`src/rtl/dio_pkg.sv`:
```
package dio_pkg;
    localparam int DW = 8;
    localparam int AW = 4;
    localparam int DED_BYTES = 3;
    localparam int DIR_BIT = 1;

    localparam logic [AW-1:0] A_OUT_BASE = 4'd0;
    localparam logic [AW-1:0] A_SHR_LAT  = 4'd3;
    localparam logic [AW-1:0] A_IN_BASE  = 4'd4;
    localparam logic [AW-1:0] A_SHR_IN   = 4'd7;
    localparam logic [AW-1:0] A_CTL      = 4'd12;
    localparam logic [AW-1:0] A_COS_EN   = 4'd14;
    localparam logic [AW-1:0] A_SRST     = 4'd15;
endpackage

```
`src/rtl/dio_sync.sv`:
```
module dio_sync #(
    parameter int W      = 8,
    parameter int STAGES = 2
) (
    input  logic         clk,
    input  logic         rst_n,
    input  logic [W-1:0] din,
    output logic [W-1:0] dout
);
    typedef logic [STAGES-1:0][W-1:0] chain_t;
    chain_t chain_d, chain_q;

    always_comb begin
        chain_d[0] = din;
        for (int i = 1; i < STAGES; i++) chain_d[i] = chain_q[i-1];
    end

    always_ff @(posedge clk or negedge rst_n) begin
        if (!rst_n) chain_q <= '0;
        else        chain_q <= chain_d;
    end

    assign dout = chain_q[STAGES-1];
endmodule

```
`src/rtl/dio_ctrl_regs.sv`:
```
module dio_ctrl_regs
    import dio_pkg::*;
#(
    parameter int NB = DED_BYTES
) (
    input  logic                 clk,
    input  logic                 rst_n,
    input  logic                 wr_en,
    input  logic [AW-1:0]        addr,
    input  logic [DW-1:0]        wr_data,
    output logic [NB-1:0][DW-1:0] out_lat,
    output logic [DW-1:0]        shr_lat,
    output logic [DW-1:0]        ctl,
    output logic [DW-1:0]        cos,
    output logic                 det_rst
);
    typedef struct packed {
        logic [NB-1:0][DW-1:0] outs;
        logic [DW-1:0]         shr;
        logic [DW-1:0]         ctl;
        logic [DW-1:0]         cos;
        logic                  srst;
    } regs_t;

    regs_t r_d, r_q;

    always_comb begin
        r_d      = r_q;
        r_d.srst = 1'b0;
        if (wr_en) begin
            for (int i = 0; i < NB; i++)
                if (addr == A_OUT_BASE + AW'(i)) r_d.outs[i] = wr_data;
            if (addr == A_SHR_LAT) r_d.shr = wr_data;
            if (addr == A_CTL)     r_d.ctl = wr_data;
            if (addr == A_COS_EN)  r_d.cos = wr_data;
            if (addr == A_SRST) begin
                r_d.outs = '0;
                r_d.shr  = '0;
                r_d.ctl  = '0;
                r_d.srst = 1'b1;
            end
        end
    end

    always_ff @(posedge clk or negedge rst_n) begin
        if (!rst_n) r_q <= '0;
        else        r_q <= r_d;
    end

    assign out_lat = r_q.outs;
    assign shr_lat = r_q.shr;
    assign ctl     = r_q.ctl;
    assign cos     = r_q.cos;
    assign det_rst = r_q.srst;


    lane0_load_chk: assert property (@(posedge clk) disable iff (!rst_n)
        (wr_en && addr == A_OUT_BASE) |=> out_lat[0] == $past(wr_data));


    ro_write_chk: assert property (@(posedge clk) disable iff (!rst_n)
        (wr_en && addr >= A_IN_BASE && addr <= A_SHR_IN)
        |=> ($stable(out_lat) && $stable(shr_lat) && $stable(ctl) && $stable(cos)));


    shr_hold_chk: assert property (@(posedge clk) disable iff (!rst_n)
        !(wr_en && (addr == A_SHR_LAT || addr == A_SRST)) |=> $stable(shr_lat));


    srst_clear_chk: assert property (@(posedge clk) disable iff (!rst_n)
        (wr_en && addr == A_SRST) |=> (out_lat == '0 && ctl == '0 && det_rst && $stable(cos)));
endmodule

```
`src/rtl/dio_rd_mux.sv`:
```
module dio_rd_mux
    import dio_pkg::*;
#(
    parameter int NB = DED_BYTES
) (
    input  logic [AW-1:0]         addr,
    input  logic [NB-1:0][DW-1:0] out_lat,
    input  logic [DW-1:0]         shr_lat,
    input  logic [DW-1:0]         ctl,
    input  logic [DW-1:0]         cos,
    input  logic [NB-1:0][DW-1:0] in_sync,
    input  logic [DW-1:0]         shr_sync,
    input  logic                  irq_level,
    output logic [DW-1:0]         rd_data
);
    always_comb begin
        rd_data = '0;
        for (int i = 0; i < NB; i++) begin
            if (addr == A_OUT_BASE + AW'(i)) rd_data = out_lat[i];
            if (addr == A_IN_BASE + AW'(i))  rd_data = in_sync[i];
        end
        if (addr == A_SHR_LAT) rd_data = shr_lat;
        if (addr == A_SHR_IN)  rd_data = shr_sync;
        if (addr == A_CTL)     rd_data = ctl;
        if (addr == A_COS_EN)  rd_data = cos;
        if (addr == A_SRST)    rd_data = {{(DW-1){1'b0}}, irq_level};
    end
endmodule

```
`src/rtl/dio_regfile.sv`:
```
module dio_regfile
    import dio_pkg::*;
#(
    parameter int SYNC_STAGES = 2
) (
    input  logic                  clk,
    input  logic                  rst_n,
    input  logic                  wr_en,
    input  logic [3:0]            addr,
    input  logic [7:0]            wr_data,
    output logic [7:0]            rd_data,
    output logic [23:0]           ded_out,
    input  logic [23:0]           ded_in,
    output logic [7:0]            shr_out,
    output logic                  shr_oe,
    input  logic [7:0]            shr_in,
    output logic [7:0]            cos_en,
    output logic                  det_rst,
    input  logic                  irq_level
);
    localparam int NB = DED_BYTES;
    localparam int DED_W = NB * DW;

    logic [NB-1:0][DW-1:0] out_lat;
    logic [NB-1:0][DW-1:0] in_sync;
    logic [DED_W-1:0]      in_sync_flat;
    logic [DW-1:0]         shr_lat, ctl, shr_sync;

    dio_sync #(.W(DED_W), .STAGES(SYNC_STAGES)) u_sync_ded (
        .clk(clk), .rst_n(rst_n), .din(ded_in), .dout(in_sync_flat));

    dio_sync #(.W(DW), .STAGES(SYNC_STAGES)) u_sync_shr (
        .clk(clk), .rst_n(rst_n), .din(shr_in), .dout(shr_sync));

    assign in_sync = in_sync_flat;

    dio_ctrl_regs #(.NB(NB)) u_regs (
        .clk(clk), .rst_n(rst_n), .wr_en(wr_en), .addr(addr), .wr_data(wr_data),
        .out_lat(out_lat), .shr_lat(shr_lat), .ctl(ctl), .cos(cos_en),
        .det_rst(det_rst));

    dio_rd_mux #(.NB(NB)) u_rd (
        .addr(addr), .out_lat(out_lat), .shr_lat(shr_lat), .ctl(ctl), .cos(cos_en),
        .in_sync(in_sync), .shr_sync(shr_sync), .irq_level(irq_level),
        .rd_data(rd_data));

    assign ded_out = out_lat;
    assign shr_out = shr_lat;
    assign shr_oe  = ctl[DIR_BIT];


    oe_rise_chk: assert property (@(posedge clk) disable iff (!rst_n)
        $rose(shr_oe) |-> $past(wr_en && addr == A_CTL && wr_data[DIR_BIT]));


    irq_read_chk: assert property (@(posedge clk) disable iff (!rst_n)
        (addr == A_SRST) |-> (rd_data == {7'd0, irq_level}));
endmodule

```
`config.mk`:
```
export PLATFORM = sky130hd
export DESIGN_NAME = dio_regfile
export DESIGN_NICKNAME = d
export VERILOG_FILES = /design/src/rtl/dio_pkg.sv /design/src/rtl/dio_sync.sv /design/src/rtl/dio_ctrl_regs.sv /design/src/rtl/dio_rd_mux.sv /design/src/rtl/dio_regfile.sv
export SDC_FILE = /design/constraint.sdc
export NUM_CORES = 1
export LEC_CHECK = 0
export BUFFER_PORTS_ARGS = -buffer_cell sky130_fd_sc_hd__buf_2
export CAP_MARGIN = 20
export CORE_UTILIZATION = 43
export CTS_BUF_LIST = sky130_fd_sc_hd__clkbuf_8
export DETAILED_ROUTE_END_ITERATION = 12
export PLACE_DENSITY = 0.73
export SYNTH_ARGS = -nofsm -noshare
export SYNTH_HDL_FRONTEND = slang
export SYNTH_SLANG_ARGS = --single-unit
```
`constraint.sdc`:
```
create_clock -name clk -period 1.6 [get_ports clk]
set_input_delay 0.32 -clock clk [delete_from_list [all_inputs] [get_ports clk]]
set_output_delay 0.32 -clock clk [all_outputs]
set_load 0.05 [all_outputs]
```
Word-level counts from Yosys, hierarchy flattened

Cells that the tools add are included.

Word-level logic and storage cells: 52
Flip-flop bits (word level): 113
Input port bits: 48
Output and inout port bits: 50

Eq/ne operators: 10
Reduce and logical (&&, ||, !) cells: 12
Muxes and demuxes: 19

Operators with widths:

| kind                                           | count |
|---|---|
| 2-to-1 mux 8 bit                               | 16 |
| 2-to-1 mux 40 bit                              | 1 |
| == test 4 x 3 -> 1 bit (second input constant) | 4 |
| == test 4 bit (second input constant)          | 3 |
| AND reduction 2 bit                            | 6 |
| nonzero test 2 bit                             | 5 |
| == test 4 x 2 -> 1 bit (second input constant) | 2 |
| == test 4 x 1 -> 1 bit (second input constant) | 1 |
| zero test 4 bit                                | 1 |
| 2-to-1 mux 1 bit                               | 2 |

Logic depth before layout (Yosys ltp)

Gate-level depths: netlist of the first run.

Depth in word-level cells: 12
Depth in mapped cells: 7
Depth with buffers taken out: 4

By module

A second synthesis of the first run with hierarchy kept.

Cell total of the unflattened synthesis: 312
Area, all modules: 4,463.0 um^2

Modules (own cells, without submodules):

| module                | seq. area each (um^2) | area each (um^2) | cells each | instances |
|---|---|---|---|---|
| dio_ctrl_regs         | 1,226.2               | 1,983.2          | 127        | 1 |
| dio_sync (u_sync_ded) | 1,201.2               | 1,201.2          | 48         | 1 |
| dio_rd_mux            | 0.0                   | 878.3            | 121        | 1 |
| dio_sync (u_sync_shr) | 400.4                 | 400.4            | 16         | 1 |

Worst setup path before layout of the first run

No wires, ideal clock.

Path kind: flip-flop to output port
Start: register u_regs.r_q, in the netlist u_regs.shr_lat[2]
End: output rd_data[2]
Cell stages (with the launch flop): 5
Path buffers: 0
Path slack: -665 ps
Arrival: 1,945 ps
Required time: 1,280 ps
Cells stage by stage: dfrtp_1 > mux4_1 > nor2b_1 > a21oi_1 > o221ai_1

Longest elaborated chain between the ends: 5

RTL lines:

| item                     | RTL line            | RTL |
|---|---|---|
| start: declaration       | dio_ctrl_regs.sv:25 | `regs_t r_d, r_q;` |
| start signal: assignment | dio_ctrl_regs.sv:47 | `else r_q <= r_d;` |
| 2-to-1 mux 8 bit         | dio_rd_mux.sv:22    | `if (addr == A_SHR_LAT) rd_data = shr_lat;` |
| 2-to-1 mux 8 bit         | dio_rd_mux.sv:23    | `if (addr == A_SHR_IN) rd_data = shr_sync;` |
| 2-to-1 mux 8 bit         | dio_rd_mux.sv:24    | `if (addr == A_CTL) rd_data = ctl;` |
| 2-to-1 mux 8 bit         | dio_rd_mux.sv:25    | `if (addr == A_COS_EN) rd_data = cos;` |
| 2-to-1 mux 8 bit         | dio_rd_mux.sv:26    | `if (addr == A_SRST) rd_data = {{(DW-1){1'b0}}, irq_level};` |
| end: declaration         | dio_regfile.sv:11   | `output logic [7:0] rd_data,` |

No other way between the ends.

Worst setup path after layout of the first run

Start: register u_regs.r_q, in the netlist u_regs.shr_lat[7]
End: output rd_data[7]

Same word-level chain as after synthesis.

==> results.cfg, run 1 <==
[synthesis]
ys_seq_area_share_pct = 63.6
synth_compound_area_share_pct = 16.3
ys_ff_latch = 113
synthSimpleGateAreaFrac_pct = 9.29
ys.flop_type = dfrtp_1
synth_xor_area_share_pct = 0
ys.warnings.count = 0
synth-adder-area-share_pct = 0
synth_edf_count = 0
synth_top_family_by_area = compound AO/OA/AOI/OAI gates
async_flop_share_pct = 100
avgSynthCellArea_um2 = 13.9
yosysUniqueCellTypes = 52
synth_nets = 369
synthMuxAreaShare_pct = 7.93
syn_inst = 321
synth_area_um2 = 4450

[detailed_routing]
wl_met3_um = 722
vias = 3566
first_pass_iters = 4
drcViolationCount = 0
drtIter0Drc = 198
wirelength_um = 12400
wl_per_cell_um = 18.2
routed-wl-met2_um = 6190
top_layer_used = met4
wl_met1_um = 5230
antenna_left = 0
viasPerCell = 5.24

[critical_path]
path_depth = 5
r2r_cells = 3
crit_buf_inv = 1
critPathSlowestCell = mux4_2
cp_max_fo = 2
cp_cell_sequence = mux4_2 > nor2b_4 > a21oi_2 > o221ai_4 > buf_6
max_stage_delay_ns = 0.47
start_kind = flip-flop
worstPathArrival_ns = 1.88
crit_type = flip-flop to primary output
endpoint_kind = primary output
crit_family = multiplexers
crit_required_ns = 1.28

[clocking]
clk_pin_slew_worst_paths_ns = 0.07
cts_buffers = 17
htree_levels = 4
clock-sinks = 113
clk_latency_ns = 0.44
cts_tree = done
clockBufferDepth = 2
cts_root_buf = clkbuf_8

[placed_design]
place_hpwl_um = 8630
dp.cells = 612
gp_congestion = 0.905
numPortBuffers = 97
pre_cts_ws_ns = -0.517

[timing]
setup_viol = 8
setup_slack_ns = -0.600
fin_crit_ns = 2.20
hold_viol_final = 0
max_freq_mhz = 455
slew_headroom_pct = 63.9
worst-slew-pin-transition_ns = 0.542
drv_slew = 0
rsz0062_at_grt = true
hold_ws_ns = 0.214
post-route-period-util_pct = 137
fin_skew_ns = 0.00651

[global_route]
gr-usage-all-layers_pct = 25.3
grt_max_degree = 32
antenna_found_initial = 0
grt.overflow.total = 0
grt_pass1_wl_um = 20200
grt_pass1_vias = 3812

[floorplanning]
die_area_um2 = 10800
coreArea_um2 = 9910
ios = 98
die_height_um = 104
rows = 36
initial_core_util_pct = 44.9
die_x_um = 104

[pwr]
p_leak_nw = 3.21
ir_drop_v = 0.000886
power_mw = 8.32
p_per_area_nw_per_um2 = 1240

[layout]
fin_util_pct = 67.8
final_nets = 582
final_cells = 680
nFillCells = 749
drive_above_1_share_pct = 49.2
diodes = 0
syn2layout_area_growth_pct = 51.0

[job]
maxCapViolations = 0

[status]
status = finished with violations
failed_checks = negative setup slack

[worst_hold_path]
hp-class = input port to flip-flop
whs_path_depth = 2
cell usage after synthesis (2+ instances only):
cell type / number / area (um2)
buf_4: 4 / 30.0
inv_1: 4 / 15.0
mux4_1: 2 / 52.6
nor3_1: 3 / 15.0
nor2_1: 15 / 56.3
a22o_1: 42 / 368
o32ai_1: 2 / 17.5
nand2b_1: 6 / 37.5
o21a_1: 2 / 15.0
dfrtp_1: 113 / 2830
mux4_2: 3 / 67.6
buf_2: 4 / 20.0
nor2b_1: 8 / 50.1
o21bai_1: 3 / 22.5
nor2_2: 4 / 25.0
nand4b_1: 2 / 17.5
buf_6: 5 / 56.3
nor4_1: 2 / 12.5
nand3_1: 3 / 15.0
nand2_2: 2 / 12.5
a22oi_1: 6 / 45.0
mux2i_1: 12 / 120
o221ai_1: 6 / 52.6
nor3_4: 2 / 32.5
o22ai_1: 3 / 18.8
mux2_2: 10 / 113
a21oi_1: 10 / 50.1
nand2_1: 9 / 33.8
o21ai_0: 11 / 55.1
routing by layer:
metal | GRT usage (%) | up-vias
li1 | - | 1635
met1 | 31.6 | 1762
met2 | 41.2 | 143
met3 | 7.43 | 26
met4 | 10.8 | 0
met5 | 0 | -
area by class of cell:
| cell class | count | area, um2 | share of cell area, % |
|---|---|---|---|
| Sequential cell | 113 | 2840 | 42.4 |
| Multi-Input combinational cell | 189 | 1670 | 24.9 |
| Timing Repair Buffer | 208 | 1590 | 23.6 |
| Clock buffer | 21 | 289 | 4.30 |
| Tap cell | 133 | 166 | 2.48 |
| Clock inverter | 11 | 135 | 2.01 |
| Inverter | 5 | 18.8 | 0.280 |
per-stage QoR:
stage	instance area, um2	setup TNS [ns]
floorplan	4650	-0.880
detailed placement	5820	-11.03
global route	6710	-4.61
global placement	5820	-10.07
CTS	6710	-4.16
finish	6710	-3.92
flip-flops by register name, summed over array words and instances (netlist names):
name / flops
u_regs.out_lat: 24
u_regs.shr_lat: 8
u_sync_ded.dout: 24
u_sync_shr.dout: 8
u_sync_ded.chain_d: 24
u_regs.ctl: 8
u_sync_shr.chain_d: 8
u_regs.cos: 8
u_regs.det_rst: 1
worst paths after layout:
path | end | slack [ns] | start
worst min register to register | u_sync_shr.dout[4] | 0.34 | u_sync_shr.chain_d[12]
max in group asynchronous | u_sync_ded.chain_d[35] | 0.72 | rst_n
worst max-delay path | rd_data[7] | -0.60 | u_regs.shr_lat[7]
worst max register to register | u_regs.out_lat[13] | 0.64 | u_regs.out_lat[13]
min in group asynchronous | u_sync_shr.chain_d[13] | 0.36 | rst_n
worst min-delay path | u_regs.shr_lat[0] | 0.21 | wr_data[0]
power by group:
| part | switching, mW | total [mW] | internal [mW] |
|---|---|---|---|
| registers | 0.192 | 3.35 | 3.16 |
| clock network | 1.12 | 2.81 | 1.69 |
| logic | 1.33 | 2.16 | 0.832 |
cells in the final DEF (no fill, tap or decap), types with 8 or more instances in the layout:
master         instances
nor2_1                14
clkbuf_8              21
a22o_1                42
buf_2                 83
dlygate4sd3_1         33
buf_4                 73
dfrtp_1              100
nand2_1                8
mux2i_1               12
mux2_2                10
o21ai_0               10
dfrtp_2               13
cells by family after synthesis:
logic type / after synthesis
buffers and inverters: 19
AND/OR/NAND/NOR: 68
multiplexers: 27
AO/OA/AOI/OAI: 94
flip-flops: 113
timing repair:
item	in CTS	in global routing
hold buffers	33	0
resized for setup	28	6
setup endpoints to repair	8	11
buffers inserted	5	2
gates cloned	0	0
endpoints found under the hold margin	57	0
pin swaps	7	7
Power figures use the tool's default switching activity.
==> run 2: changes to the inputs <==
ABC_AREA = 1   (was not set)
==> run 2 against run 1 <==
Compared with the run above:
- the flow still finishes with violations (negative setup slack)
- die area decreased by 4.6%
- clock power decreased by 5%
- sequential power increased by 6.0%
- largest cell class unchanged
- highest routed layer unchanged
==> results.cfg, run 2 <==
[detailed_routing]
drtIter0Drc = 270
wl_per_cell_um = 15.8
wirelength_um = 11100
first_pass_iters = 4
vias = 3443
antenna_left = 0
drcViolationCount = 0
viasPerCell = 4.90

[global_route]
grt.overflow.total = 0
grt_pass1_vias = 3608
grt_max_degree = 114
gr-usage-all-layers_pct = 23.3
grt_pass1_wl_um = 17300
antenna_found_initial = 0

[critical_path]
r2r_cells = 3
rr_startpoint = u_regs.out_lat[9]
crit_type = flip-flop to primary output
worstPathArrival_ns = 1.72
cp_max_fo = 2
endpoint_kind = primary output
reg2reg_slack_ns = 0.58
crit_required_ns = 1.28
r2r-end = u_regs.out_lat[9]
start_kind = flip-flop

[synthesis]
ys.warnings.count = 0
ys.flop_type = dfrtp_1
synth_top_area_share_pct = 66.7
synth_area_um2 = 4240
synth_edf_count = 0
ys_ff_latch = 113
yosysMostFrequentCell = dfrtp_1
avgSynthCellArea_um2 = 11.4
syn_inst = 372
ys_seq_area_share_pct = 66.7
synthTopCellsByArea = dfrtp_1 67%, mux2_2 9.6%, nand2_1 6.3%
yosysUniqueCellTypes = 19
synth_nets = 420
synthTopCellsByCount = 113 x dfrtp_1, 71 x nand2_1, 36 x mux2_2, 32 x inv_1, 30 x nor2_1
async_flop_share_pct = 100
yosysTopAreaCell = dfrtp_1

[clocking]
clk_pin_slew_worst_paths_ns = 0.07
cts_buffers = 17
htree_levels = 4
clk_latency_ns = 0.42
cts_root_buf = clkbuf_8
clockBufferDepth = 2
cts_tree = done
clock-sinks = 113

[pwr]
ir_drop_v = 0.000725
comb_power_share_pct = 28.5
p_int_mw = 5.59
p_per_area_nw_per_um2 = 1370
clockPowerShare_pct = 30.7
p_leak_nw = 3.02
seq_power_share_pct = 40.8
switchingPower_mw = 3.10
p_sw_share_pct = 35.7

[worst_hold_path]
whs_path_depth = 3
hp-start = wr_data[6]
whs_endpoint = u_regs.cos[6]
hp-class = input port to flip-flop

[placed_design]
place_hpwl_um = 7340
gp_congestion = 0.837
numPortBuffers = 97

[floorplanning]
die_x_um = 101
initial_core_util_pct = 45.2
coreArea_um2 = 9370
rows = 35
die_height_um = 101
die_area_um2 = 10300
ios = 98

[timing]
setup_slack_ns = -0.435
post-route-period-util_pct = 127
setup_viol = 8
drv_slew = 0
slew_headroom_pct = 62.3
setup_tns_ns = -2.87
hold_ws_ns = 0.170
max_freq_mhz = 491
rsz0062_at_grt = true
fin_skew_ns = 0.00726
worst-slew-pin-transition_ns = 0.566
hold_viol_final = 0
fin_crit_ns = 2.04

[layout]
final_cell_mix = 96 x dfrtp_1, 84 x buf_2, 58 x nand2_1
drive_above_1_share_pct = 52.4
diodes = 0
fin_util_pct = 67.9
final_nets = 608
syn2layout_area_growth_pct = 50.1
mostFrequentLayoutCell = dfrtp_1

[job]
maxCapViolations = 0

[status]
failed_checks = negative setup slack
status = finished with violations
## run 2: what timing repair did
action / in CTS / in global routing
pin swaps: 20 / 24
hold buffers: 33 / 0
endpoints found under the hold margin: 145 / 0
setup buffers: 6 / 3
cloned: 0 / 1
resized for setup: 32 / 34
setup endpoints to repair: 8 / 9
## run 2: worst max-delay path, stage by stage (launching register included)
cell        delay, ns
dfrtp_2          0.41
nand3_2          0.08
nand2_2          0.06
nor2_4           0.12
nand3_2          0.10
nand2_2          0.07
nand4_1          0.11
nand2_2          0.11
clkinvlp_4       0.09
buf_8            0.15
## run 2: stage by stage
stage / power [mW] / area [um2] / setup slack (ns) / cells
2_1_floorplan: 5.08 / 4430 / -0.0788 / 372
3_3_place_gp: 5.76 / 5340 / -0.395 / 628
3_5_place_dp: 5.81 / 5340 / -0.427 / 628
4_1_cts: 8.68 / 6220 / -0.454 / 699
5_1_grt: 9.08 / 6360 / -0.549 / 702
6_report: 8.69 / 6360 / -0.435 / 702
## run 2: how the worst max path moves through the flow
stage | cells after the start | start | end | slack [ns]
floorplan | 6 | u_regs.out_lat[8] | rd_data[0] | -0.08
global placement | 10 | addr[0] | rd_data[3] | -0.40
detailed placement | 11 | addr[0] | rd_data[4] | -0.43
CTS | 9 | u_regs.out_lat[2] | rd_data[2] | -0.45
global route | 9 | u_sync_ded.dout[7] | rd_data[7] | -0.55
finish | 9 | u_regs.out_lat[2] | rd_data[2] | -0.44
## run 2: cell families (layout without fill, tap and decap cells)
group	Yosys count	count (layout)	synth area share, %
buf+inv	38	238	3.57
compound gates	31	31	3.78
flops	113	113	66.7
simple gates	154	155	16.4
mux	36	36	9.57
## run 2: layout make-up
cell class / instances / area, um2
Clock buffer: 20 / 275
Clock inverter: 12 / 133
Fill cell: 701 / 3010
Inverter: 32 / 135
Multi-Input combinational cell: 222 / 1530
Sequential cell: 113 / 2850
Tap cell: 129 / 161
Timing Repair Buffer: 174 / 1280
## run 2: per-layer routing
layer	share of wire (%)	vias up	GRT usage (%)
li1	-	1602	-
met1	39	1689	27.0
met2	52	130	39.1
met3	6.7	22	7.52
met4	2.3	0	11.7
met5	0	-	0
## run 2: power by group through the flow
stage	registers, mW	clock network [mW]	logic (mW)
2_1_floorplan	4.47	0	0.609
3_3_place_gp	3.57	0	2.19
3_5_place_dp	3.59	0	2.23
4_1_cts	3.53	2.73	2.43
5_1_grt	3.58	2.89	2.61
6_report	3.55	2.67	2.47
